File: config.mk
export PLATFORM = sky130hd
export DESIGN_NAME = tod_alarm_cmp
export DESIGN_NICKNAME = d
export VERILOG_FILES = /design/src/rtl/tod_alarm_pkg.sv /design/src/rtl/tod_alarm_regs.sv /design/src/rtl/tod_field_cmp.sv /design/src/rtl/tod_alarm_event.sv /design/src/rtl/tod_alarm_cmp.sv
export SDC_FILE = /design/constraint.sdc
export NUM_CORES = 1
export LEC_CHECK = 0
export BUFFER_PORTS_ARGS = -buffer_cell sky130_fd_sc_hd__clkbuf_2
export CAP_MARGIN = 5
export CORE_MARGIN = 2
export CORE_UTILIZATION = 52
export CTS_BUF_LIST = sky130_fd_sc_hd__clkbuf_8
export CTS_CLUSTER_SIZE = 24
export DETAILED_ROUTE_END_ITERATION = 7
export PLACE_DENSITY = 0.81
export SYNTH_ARGS = -nofsm -noshare
export SYNTH_HDL_FRONTEND = slang
export SYNTH_HIERARCHICAL = 1
export SYNTH_SLANG_ARGS = --single-unit
File: constraint.sdc
create_clock -name clk -period 1.4 [get_ports clk]
set_input_delay 0.14 -clock clk [delete_from_list [all_inputs] [get_ports clk]]
set_output_delay 0.14 -clock clk [all_outputs]
set_load 0.05 [all_outputs]
File: src/rtl/tod_alarm_pkg.sv
package tod_alarm_pkg;
    localparam int BYTE_W     = 8;
    localparam int FIELD_W    = 7;
    localparam int NUM_FIELDS = 3;
    localparam int ADDR_W     = 2;

    typedef enum logic [ADDR_W-1:0] {
        SEL_MIN  = 2'd0,
        SEL_HOUR = 2'd1,
        SEL_DAY  = 2'd2,
        SEL_NONE = 2'd3
    } field_sel_e;

    typedef struct packed {
        logic               ignore;
        logic [FIELD_W-1:0] bcd;
    } alarm_field_t;

    function automatic logic field_hit(alarm_field_t cfg, logic [FIELD_W-1:0] now);
        return cfg.ignore || (cfg.bcd == now);
    endfunction
endpackage

File: src/rtl/tod_alarm_regs.sv
module tod_alarm_regs
    import tod_alarm_pkg::*;
(
    input  logic                                clk,
    input  logic                                rst,
    input  logic [ADDR_W-1:0]                   addr,
    input  logic                                wr,
    input  logic                                rd,
    input  logic [BYTE_W-1:0]                   wdata,
    output logic [BYTE_W-1:0]                   rdata,
    output alarm_field_t [NUM_FIELDS-1:0]       alarm_q,
    output logic                                clr_req
);
    logic sel_valid;
    assign sel_valid = (addr < ADDR_W'(NUM_FIELDS));
    assign clr_req   = (wr || rd) && sel_valid;

    for (genvar g = 0; g < NUM_FIELDS; g++) begin : g_reg
        always_ff @(posedge clk) begin
            if (rst)
                alarm_q[g] <= '0;
            else if (wr && addr == ADDR_W'(g))
                alarm_q[g] <= alarm_field_t'(wdata);
        end

        // a write to this field's address lands next cycle
        a_r2_write_lands: assert property (@(posedge clk) disable iff (rst)
            (wr && addr == ADDR_W'(g)) |=> (alarm_q[g] == $past(wdata)));
        // a write elsewhere leaves the field untouched
        a_r2_other_addr_keeps: assert property (@(posedge clk) disable iff (rst)
            (wr && addr != ADDR_W'(g)) |=> $stable(alarm_q[g]));
    end

    always_comb begin
        rdata = '0;
        for (int i = 0; i < NUM_FIELDS; i++)
            if (addr == ADDR_W'(i))
                rdata = alarm_q[i];
    end
endmodule

File: src/rtl/tod_field_cmp.sv
module tod_field_cmp
    import tod_alarm_pkg::*;
(
    input  alarm_field_t        cfg,
    input  logic [FIELD_W-1:0]  now,
    output logic                hit
);
    assign hit = field_hit(cfg, now);
endmodule

File: src/rtl/tod_alarm_event.sv
module tod_alarm_event (
    input  logic clk,
    input  logic rst,
    input  logic tick,
    input  logic all_hit,
    input  logic clr_req,
    output logic match_pulse,
    output logic tod_flag
);
    logic fire;
    assign fire = tick && all_hit;

    always_ff @(posedge clk) begin
        if (rst) begin
            match_pulse <= 1'b0;
            tod_flag    <= 1'b0;
        end else begin
            match_pulse <= fire;
            if (fire)
                tod_flag <= 1'b1;
            else if (clr_req)
                tod_flag <= 1'b0;
        end
    end

    // no event without the minute strobe
    a_r4_needs_tick: assert property (@(posedge clk) disable iff (rst)
        !tick |=> !match_pulse);
    // an event always leaves the flag set
    a_r6_flag_with_pulse: assert property (@(posedge clk) disable iff (rst)
        match_pulse |-> tod_flag);
    // a clearing access without an event drops the flag
    a_r7_clear_drops: assert property (@(posedge clk) disable iff (rst)
        (clr_req && !fire) |=> !tod_flag);
    // with neither event nor access the flag holds
    a_r6_flag_holds: assert property (@(posedge clk) disable iff (rst)
        (!clr_req && !fire) |=> $stable(tod_flag));
endmodule

File: src/rtl/tod_alarm_cmp.sv
module tod_alarm_cmp
    import tod_alarm_pkg::*;
(
    input  logic                clk,
    input  logic                rst,
    input  logic                minute_tick,
    input  logic [FIELD_W-1:0]  now_min,
    input  logic [FIELD_W-1:0]  now_hour,
    input  logic [FIELD_W-1:0]  now_day,
    input  logic [ADDR_W-1:0]   host_addr,
    input  logic                host_wr,
    input  logic                host_rd,
    input  logic [BYTE_W-1:0]   host_wdata,
    output logic [BYTE_W-1:0]   host_rdata,
    output logic                match_pulse,
    output logic                tod_flag
);
    alarm_field_t [NUM_FIELDS-1:0]      alarm_q;
    logic [NUM_FIELDS-1:0][FIELD_W-1:0] now_v;
    logic [NUM_FIELDS-1:0]              hit_v;
    logic                               clr_req;

    assign now_v[SEL_MIN]  = now_min;
    assign now_v[SEL_HOUR] = now_hour;
    assign now_v[SEL_DAY]  = now_day;

    tod_alarm_regs u_regs (
        .clk     (clk),
        .rst     (rst),
        .addr    (host_addr),
        .wr      (host_wr),
        .rd      (host_rd),
        .wdata   (host_wdata),
        .rdata   (host_rdata),
        .alarm_q (alarm_q),
        .clr_req (clr_req)
    );

    for (genvar g = 0; g < NUM_FIELDS; g++) begin : g_cmp
        tod_field_cmp u_cmp (
            .cfg (alarm_q[g]),
            .now (now_v[g]),
            .hit (hit_v[g])
        );
    end

    tod_alarm_event u_evt (
        .clk         (clk),
        .rst         (rst),
        .tick        (minute_tick),
        .all_hit     (&hit_v),
        .clr_req     (clr_req),
        .match_pulse (match_pulse),
        .tod_flag    (tod_flag)
    );

    // a tick with every field masked always yields an event
    a_r3_all_masked_fires: assert property (@(posedge clk) disable iff (rst)
        (minute_tick && alarm_q[0].ignore && alarm_q[1].ignore && alarm_q[2].ignore)
        |=> match_pulse);
    // the event lasts one cycle when ticks are isolated
    a_r5_single_cycle: assert property (@(posedge clk) disable iff (rst)
        (match_pulse && !minute_tick) |=> !match_pulse);
endmodule

Word level (Yosys, flattened, before mapping). Index checks and enable logic that the tools add are counted.

Register bits: 26. Bits in latches: 0. Bits in writable memories: 0. ROM bits: 0. Input bits: 36. Output and inout port bits: 10. Logic and storage cells: 31. Memories: 0.

Add/subtract/negate cells: 0. Multiply operators: 0. Divide/modulo/power cells: 0. $lt $le $gt $ge: 1. Eq/ne operators: 5. Shift operators: 0. Multiplexer cells: 5. Bitwise logic cells: 0. Reductions and logical operators: 12.

Operator list (count): 8-bit two-way mux (3); 7-bit equality test (3); 1-bit logical AND (5); 1-bit logical OR (4); 3-bit AND reduction (1); 2-bit by 1-bit equality test with 1-bit output (second input constant) (1); 2-bit equality test (second input constant) (1); 2-bit logical NOT (1); 2-bit < comparator (second input constant) (1); 1-bit two-way mux (2); 2-bit nonzero test (1).

Longest topological paths before layout. Gate-level depths: netlist of run 1.

Depth in word-level cells: 5. Gate-level depth with buffers: 6. Gate-level depth less buffers: 6.

Modules after synthesis. The synthesis of run 1 kept the hierarchy.

Modules (own cells, without submodules): tod_alarm_regs (instances 1, cells an instance 111, area each 1169.9 um^2, seq. area each 480.5 um^2); tod_field_cmp (instances 3, cells an instance 9, area each 77.6 um^2, seq. area each 0.0 um^2); tod_alarm_event (instances 1, cells an instance 6, area each 62.6 um^2, seq. area each 40.0 um^2); tod_alarm_cmp (instances 1, cells an instance 1, area each 6.3 um^2, seq. area each 0.0 um^2).

Worst setup path after synthesis of run 1. OpenSTA, ideal clock, no wires.

Path type: register to output. From: register u_regs/alarm_q[8] (netlist name). To: output host_rdata[0]. Data arrival time: 1191 ps. Data required time: 1260 ps. Slack: 69 ps. Cell stages (with the launch flop): 3. Buffers on the path: 0. Path through: dfxtp_1 > mux2i_1 > o2bb2ai_1.

Cells in the longest elaborated chain, start to end: 2.

Ends and longest elaborated chain: 8-bit two-way mux (2 in a row) (line tod_alarm_regs.sv:37) `if (addr == ADDR_W'(i))`; end, declared (line tod_alarm_cmp.sv:14) `output logic [BYTE_W-1:0] host_rdata,`.

Every way passes these cells.

Worst setup path in the final report of run 1.
From: register u_regs/alarm_q[17] (netlist name). To: register u_evt.tod_flag.

Cells in the longest elaborated chain, start to end: 5. Elaborated cells between the ends (all ways): 6. Those cells by class: eq/ne: 1; mux: 1; reduce/logical: 4.

Ends and longest elaborated chain: 7-bit equality test * (line tod_alarm_pkg.sv:20) `return cfg.ignore || (cfg.bcd == now);`; 1-bit logical OR * (line tod_alarm_pkg.sv:20); named net hit_v[2] (line tod_alarm_cmp.sv:20) `logic [NUM_FIELDS-1:0] hit_v;`; 3-bit AND reduction * (line tod_alarm_cmp.sv:51) `.all_hit (&hit_v),`; 1-bit logical AND * (line tod_alarm_event.sv:11) `assign fire = tick && all_hit;`; 1-bit two-way mux or 2-bit nonzero test (tied branches); end signal, assigned (line tod_alarm_event.sv:16) `tod_flag <= 1'b0;`; end signal, assigned (line tod_alarm_event.sv:20) `tod_flag <= 1'b1;`; end signal, assigned (line tod_alarm_event.sv:22) `tod_flag <= 1'b0;`; end, declared (line tod_alarm_event.sv:8) `output logic tod_flag`.

The timed path passes the listed nets; every way through them passes the cells marked *. A chain may end at the register's enable or synchronous reset.

==> impl_metrics.json, run 1 <==
{
  "total_leakage_power_nw": 0.872,
  "die_y_um": 57.2,
  "period_needed_ns": 1.41,
  "antenna_cells": 0,
  "synth.area.mux_share_pct": 21.8,
  "finalSetupViolations": 1,
  "io_buffers": 45,
  "drt_first_pass_iters": 4,
  "critPathCaptureType": "flop",
  "relSlewSlack_pct": 67.2,
  "start_util_pct": 54.3,
  "grt_pass1_wl_mm": 5.77,
  "violations": "setup timing",
  "viasPerCell": 5.44,
  "final_cell_mix": "clkbuf_2, nand2b_1, mux2i_1",
  "ios": 46,
  "synth_top_family_by_area": "multiplexers",
  "final_common_cell": "clkbuf_2",
  "whs_path_depth": 3,
  "num_rows": 19,
  "tritoncts": "built",
  "status": "finished, violations left",
  "finClkSkew_ns": 0.00145,
  "worstPathRequired_ns": 1.61,
  "reg2reg_from": "u_regs/alarm_q[17]$_SDFFE_PP0P_",
  "reg2reg_depth": 6,
  "wl_mm": 3.45,
  "synth_area_sq_um": 1470,
  "cp_data_arrival_time_ns": 1.62,
  "clk_pin_slew_worst_paths_ns": 0.09,
  "seqPwrFrac_pct": 50.7,
  "cp-startpoint": "u_regs/alarm_q[17]$_SDFFE_PP0P_",
  "pwr-share-clk_pct": 31.2,
  "die_area_sq_um": 3270,
  "synth_xor_area_share_pct": 12.5,
  "drc": 0,
  "die_x_um": 57.2,
  "synthCells": 145,
  "grt_pass1_vias": 1262,
  "hold_viol": 0,
  "vias": 1207,
  "place_congestion": 0.875,
  "h-tree-depth": 1,
  "clk_latency_ns": 0.27,
  "nNetsFinal": 228,
  "cts-root-buf": "clkbuf_8",
  "internal_power_mw": 1.15,
  "antenna_found_initial": 0,
  "grt_max_degree": 35,
  "drive_gt1_share_pct": 31.9,
  "fin_cells": 222,
  "placed_cells": 217,
  "max_freq_mhz": 708,
  "syn_to_final_growth_pct": 21.9,
  "layout_setup_ws_ns": -0.0131,
  "synth_simple_gate_area_share_pct": 18.5,
  "combPwrFrac_pct": 18.1,
  "holdBufCountCts": 0,
  "numClockSinks": 26,
  "core_sq_um": 2710,
  "peakVddDrop_uv": 705,
  "hp-class": "in2reg",
  "start_kind": "flop",
  "cts_buffers": 3,
  "dr.first_iter.drc_count": 29,
  "hp-start": "minute_tick",
  "ys_seq_area_share_pct": 35.4,
  "gr-total-overflow": 0,
  "dp_hpwl_mm": 2.57,
  "powerDensity_nw_per_um2": 865,
  "synth_compound_area_share_pct": 7.74,
  "min_period_over_period_pct": 101,
  "grt_usage_pct": 23.2,
  "maxCapViolCount": 0,
  "rsz0062_at_grt": "yes",
  "n_fill_cell": 233,
  "cts.path.max_buffers": 2,
  "syn-num-nets": 181,
  "yosysUniqueCellTypes": 19,
  "yosysWarnings": 6,
  "worst_pin_slew_ns": 0.492,
  "ys_ff_latch": 26,
  "tns_ns": -0.0131,
  "ant_nets": 0,
  "synth_area_per_cell_sq_um": 10.1,
  "worstSetupPathType": "reg2reg",
  "p_switching_uw": 403,
  "netSwitchingFraction_pct": 26.0,
  "path_max_fanout": 3,
  "wl_per_cell_um": 15.5,
  "synthAdderAreaFrac_pct": 0,
  "drv_slew": 0
}
[worst paths after layout]
path / endpoint / slack (ns)
max: u_evt/tod_flag$_SDFFE_PP0P_ / -0.01
min: u_evt/match_pulse$_SDFF_PP0_ / 0.12
max reg2reg: u_evt/tod_flag$_SDFFE_PP0P_ / -0.01
min reg2reg: u_regs/alarm_q[6]$_SDFFE_PP0P_ / 0.50
[layer usage]
layer / wire [um] / track usage (%) / vias up / share of wire (%)
met5: 0 / 0 / - / 0
met4: 85 / 9.30 / 0 / 2.5
met3: 193 / 2.95 / 10 / 5.6
met2: 1710 / 39.2 / 45 / 50
met1: 1460 / 30.0 / 562 / 42
li1: - / - / 590 / -
[repair_timing]
action,4_1_cts,5_1_grt
gates resized for setup,3,6
pin swaps,2,4
setup buffers,1,0
endpoints found under the setup margin,2,6
endpoints found under the hold margin,0,0
[synthesized netlist by cell type, drive strengths merged]
| cell type | n | area share [%] |
|---|---|---|
| o2bb2ai | 8 | 4.8 |
| nor4 | 3 | 1.3 |
| nand3b | 2 | 1.0 |
| mux2i | 32 | 22 |
| and2b | 1 | 0.51 |
| nor2 | 2 | 0.51 |
| dfxtp | 26 | 35 |
| xnor2 | 9 | 5.4 |
| a21oi | 2 | 0.94 |
| clkbuf | 4 | 1.0 |
| and3 | 1 | 0.43 |
| nand2b | 33 | 14 |
| xor2 | 12 | 7.1 |
| buf | 5 | 3.1 |
| a41o | 3 | 2.0 |
| nor3b | 1 | 0.51 |
| nand2 | 1 | 0.25 |
[critical path, cell delays in order, from the launching register on]
cell and delay [ns]:
dfxtp_2 0.34, xor2_1 0.14, nor4_2 0.32, a41o_1 0.20
and3_1 0.16, nand2_2 0.06, a21oi_2 0.12
[kinds of logic (layout without fill, tap and decap cells)]
kind of cell | after synthesis | count (layout)
DFF | 26 | 26
and+or+nand+nor | 44 | 44
xor gates and xnor gates | 21 | 21
buffers and inverters | 9 | 55
AOI/OAI and AO/OA | 13 | 13
muxes | 32 | 32
[metrics by stage]
step	area (sq um)	utilization (%)	worst slack (ns)	power, mW	hold WS, ns
after floorplan	1470	-	0.0692	0.974	0.202
after global placement	1710	63.2	0.0580	1.07	0.414
after detailed placement	1710	63.2	-0.0265	1.07	0.420
after CTS	1790	66.0	0.00662	1.56	0.126
after global routing	1790	66.2	-0.104	1.62	0.123
final	1790	66.2	-0.0131	1.55	0.118
[power by group through the flow]
stage          clock network, mW  logic (mW)  registers, mW
6_report                   0.484       0.280          0.786
5_1_grt                    0.525       0.303          0.789
4_1_cts                    0.498       0.280          0.785
3_5_place_dp                   0       0.272          0.803
3_3_place_gp                   0       0.266          0.801
2_1_floorplan                  0       0.176          0.798
[sequential cells by signal (all words and copies together) (netlist names)]
name,count
u_evt/tod_flag,1
u_evt/match_pulse,1
u_regs/alarm_q,24
[area by class of cell]
cell class / count / area (sq um) / area share, %
clock buffer: 4 / 55.1 / 3.07
tap: 31 / 38.8 / 2.16
sequential: 26 / 523 / 29.2
multi-input combinational: 110 / 906 / 50.5
timing repair buffer: 51 / 270 / 15.1
(Power assumes the default switching activity.)
==> run 2: changes to the inputs <==
--- a/config.mk
+++ b/config.mk
@@ -7,12 +7,12 @@
 export LEC_CHECK = 0
 export BUFFER_PORTS_ARGS = -buffer_cell sky130_fd_sc_hd__clkbuf_2
 export CAP_MARGIN = 5
-export CORE_MARGIN = 2
 export CORE_UTILIZATION = 52
 export CTS_BUF_LIST = sky130_fd_sc_hd__clkbuf_8
 export CTS_CLUSTER_SIZE = 24
 export DETAILED_ROUTE_END_ITERATION = 7
 export PLACE_DENSITY = 0.81
+export REMOVE_ABC_BUFFERS = 1
 export SYNTH_ARGS = -nofsm -noshare
 export SYNTH_HDL_FRONTEND = slang
 export SYNTH_HIERARCHICAL = 1
==> run 2 against run 1 <==
The flow still finishes with violations (setup timing). Sequential power hardly changed. Wire length up 6.4%. First-iteration DRC count is 21% lower. Power increased by 10%. Worst hold slack better by 0.0082 ns. Core utilization increased by 6.1 points. Clock power up 30%. Combinational power rose by 5%. Flip-flop and latch count is the same. Clock skew is 0.0083 ns higher. Largest cell class unchanged.
==> impl_metrics.json, run 2 (same netlist as run 1, synthesis figures left out) <==
{
  "start_kind": "flop",
  "cts_buffers": 3,
  "holdBufCountCts": 0,
  "fin_cells": 224,
  "drc": 0,
  "hold_viol": 0,
  "die_y_um": 55.2,
  "p_switching_uw": 421,
  "top_regs": "u_regs/alarm_q x24, u_evt/match_pulse x1, u_evt/tod_flag x1",
  "fin_util_pct": 72.2,
  "clk_latency_ns": 0.28,
  "grt_max_degree": 35,
  "drv_slew": 0,
  "min_period_over_period_pct": 107,
  "period_needed_ns": 1.50,
  "combPwrFrac_pct": 17.2,
  "worst-path-buf-inv": 0,
  "design_area_sq_um": 1850,
  "antenna_cells": 0,
  "cts-root-buf": "clkbuf_8",
  "rrSetupSlack_ns": -0.10,
  "cp_data_arrival_time_ns": 1.70,
  "gr-total-overflow": 0,
  "cpMaxStageDelayCell": "dfxtp_2",
  "hp-class": "in2reg",
  "path_max_fanout": 2,
  "seqPwrFrac_pct": 46.1,
  "dp_hpwl_mm": 2.68,
  "netSwitchingFraction_pct": 24.7,
  "final_cell_mix": "clkbuf_2, nand2b_1, mux2i_1",
  "largest-register": "u_regs/alarm_q",
  "antenna_found_initial": 0,
  "n_fill_cell": 197,
  "powerDensity_nw_per_um2": 920,
  "drive_gt1_share_pct": 34.5,
  "syn_to_final_growth_pct": 26.0,
  "start_util_pct": 57.3,
  "total_leakage_power_nw": 0.901,
  "maxCapViolCount": 0,
  "h-tree-depth": 1,
  "internal_power_mw": 1.28,
  "grt_pass1_wl_mm": 5.58,
  "place_congestion": 0.853,
  "critPathCaptureType": "flop",
  "clk_pin_slew_worst_paths_ns": 0.10,
  "dpl_cell_area_sq_um": 1730,
  "drt_first_pass_iters": 4,
  "grt_usage_pct": 27.0,
  "die_area_sq_um": 3050,
  "core_sq_um": 2570,
  "placed_cells": 219,
  "worstSetupPathType": "reg2reg",
  "relSlewSlack_pct": 66.3,
  "status": "finished, violations left",
  "grt_pass1_vias": 1258,
  "worst_pin_slew_ns": 0.505,
  "die_x_um": 55.2,
  "peakVddDrop_uv": 630,
  "nNetsFinal": 231,
  "numClockSinks": 26,
  "path_delay_family": "simple AND/OR/NAND/NOR gates",
  "viasPerCell": 5.44,
  "max_freq_mhz": 665,
  "finClkSkew_ns": 0.00978,
  "ant_nets": 0,
  "finalPower_mw": 1.71,
  "crit_chain": "xor2_1 -> nor4_2 -> a41o_1 -> and3_4 -> nand2_4 -> a21oi_2",
  "violations": "setup timing",
  "vias": 1219,
  "tritoncts": "built",
  "largest_reg_flops": 24,
  "final_common_cell": "clkbuf_2",
  "wl_per_cell_um": 16.4,
  "num_rows": 18,
  "cts.path.max_buffers": 2,
  "crit_path_max_incr_delay_ns": 0.34,
  "pwr-share-clk_pct": 36.8,
  "ios": 46,
  "worstPathRequired_ns": 1.60,
  "io_buffers": 45,
  "layout_setup_ws_ns": -0.105,
  "wl_mm": 3.67,
  "finalSetupViolations": 2,
  "rsz0062_at_grt": "yes",
  "dr.first_iter.drc_count": 23
}
-- run 2: cell types whose count changed in the layout (fill, tap and decap cells not counted), sizes merged --
cell / before / now
buf: 10 / 13
bufinv: 0 / 1
clkbuf: 45 / 44
-- run 2: path summary, 6_finish.rpt --
path,to,start,cells after the start
worst min-delay path,u_evt/match_pulse$_SDFF_PP0_,minute_tick,3
worst max-delay path,u_evt/tod_flag$_SDFFE_PP0P_,u_regs/alarm_q[2]$_SDFFE_PP0P_,6
worst min register to register,u_regs/alarm_q[15]$_SDFFE_PP0P_,u_regs/alarm_q[15]$_SDFFE_PP0P_,2
worst max register to register,u_evt/tod_flag$_SDFFE_PP0P_,u_regs/alarm_q[2]$_SDFFE_PP0P_,6
-- run 2: routing by layer --
layer / share of wire, % / GRT usage (%)
met2: 49 / 46.2
met3: 6.0 / 3.55
met1: 43 / 32.6
met5: 0 / 0
met4: 2.5 / 14.6
-- run 2: power groups by stage --
stage               Combinational [mW]  Sequential [mW]  Clock [mW]
floorplan                        0.152            0.798           0
global placement                 0.272            0.801           0
detailed placement               0.277            0.803           0
CTS                              0.288            0.786       0.640
global route                     0.312            0.790       0.663
finish                           0.293            0.786       0.628
-- run 2: metrics by stage --
| step | TNS (ns) | setup slack, ns | hold slack, ns |
|---|---|---|---|
| 4_1_cts | -0.135 | -0.0698 | 0.125 |
| 2_1_floorplan | 0 | 0.0174 | 0.202 |
| 6_report | -0.168 | -0.105 | 0.126 |
| 3_5_place_dp | -0.0845 | -0.0434 | 0.425 |
| 5_1_grt | -0.174 | -0.111 | 0.111 |
| 3_3_place_gp | 0 | 0.0670 | 0.418 |
-- run 2: cell type report --
type,instances,area (sq um),share of cell area (%)
multi-input cells,110,925,49.9
repair buffers,54,298,16.1
clock buffers,3,41.3,2.23
clock inverters,1,30.0,1.62
well taps,30,37.5,2.02
flip-flops and latches,26,523,28.2
-- run 2: timing repair --
| item | in CTS | in global routing |
|---|---|---|
| resized for setup | 5 | 12 |
| cloned | 0 | 0 |
| pin swaps | 3 | 3 |
| setup buffers | 1 | 0 |
| endpoints found under the setup margin | 2 | 8 |
-- run 2: worst min-delay path, stage by stage --
cell      delay, ns
clkbuf_2       0.11
nand2_4        0.08
nor2_2         0.03
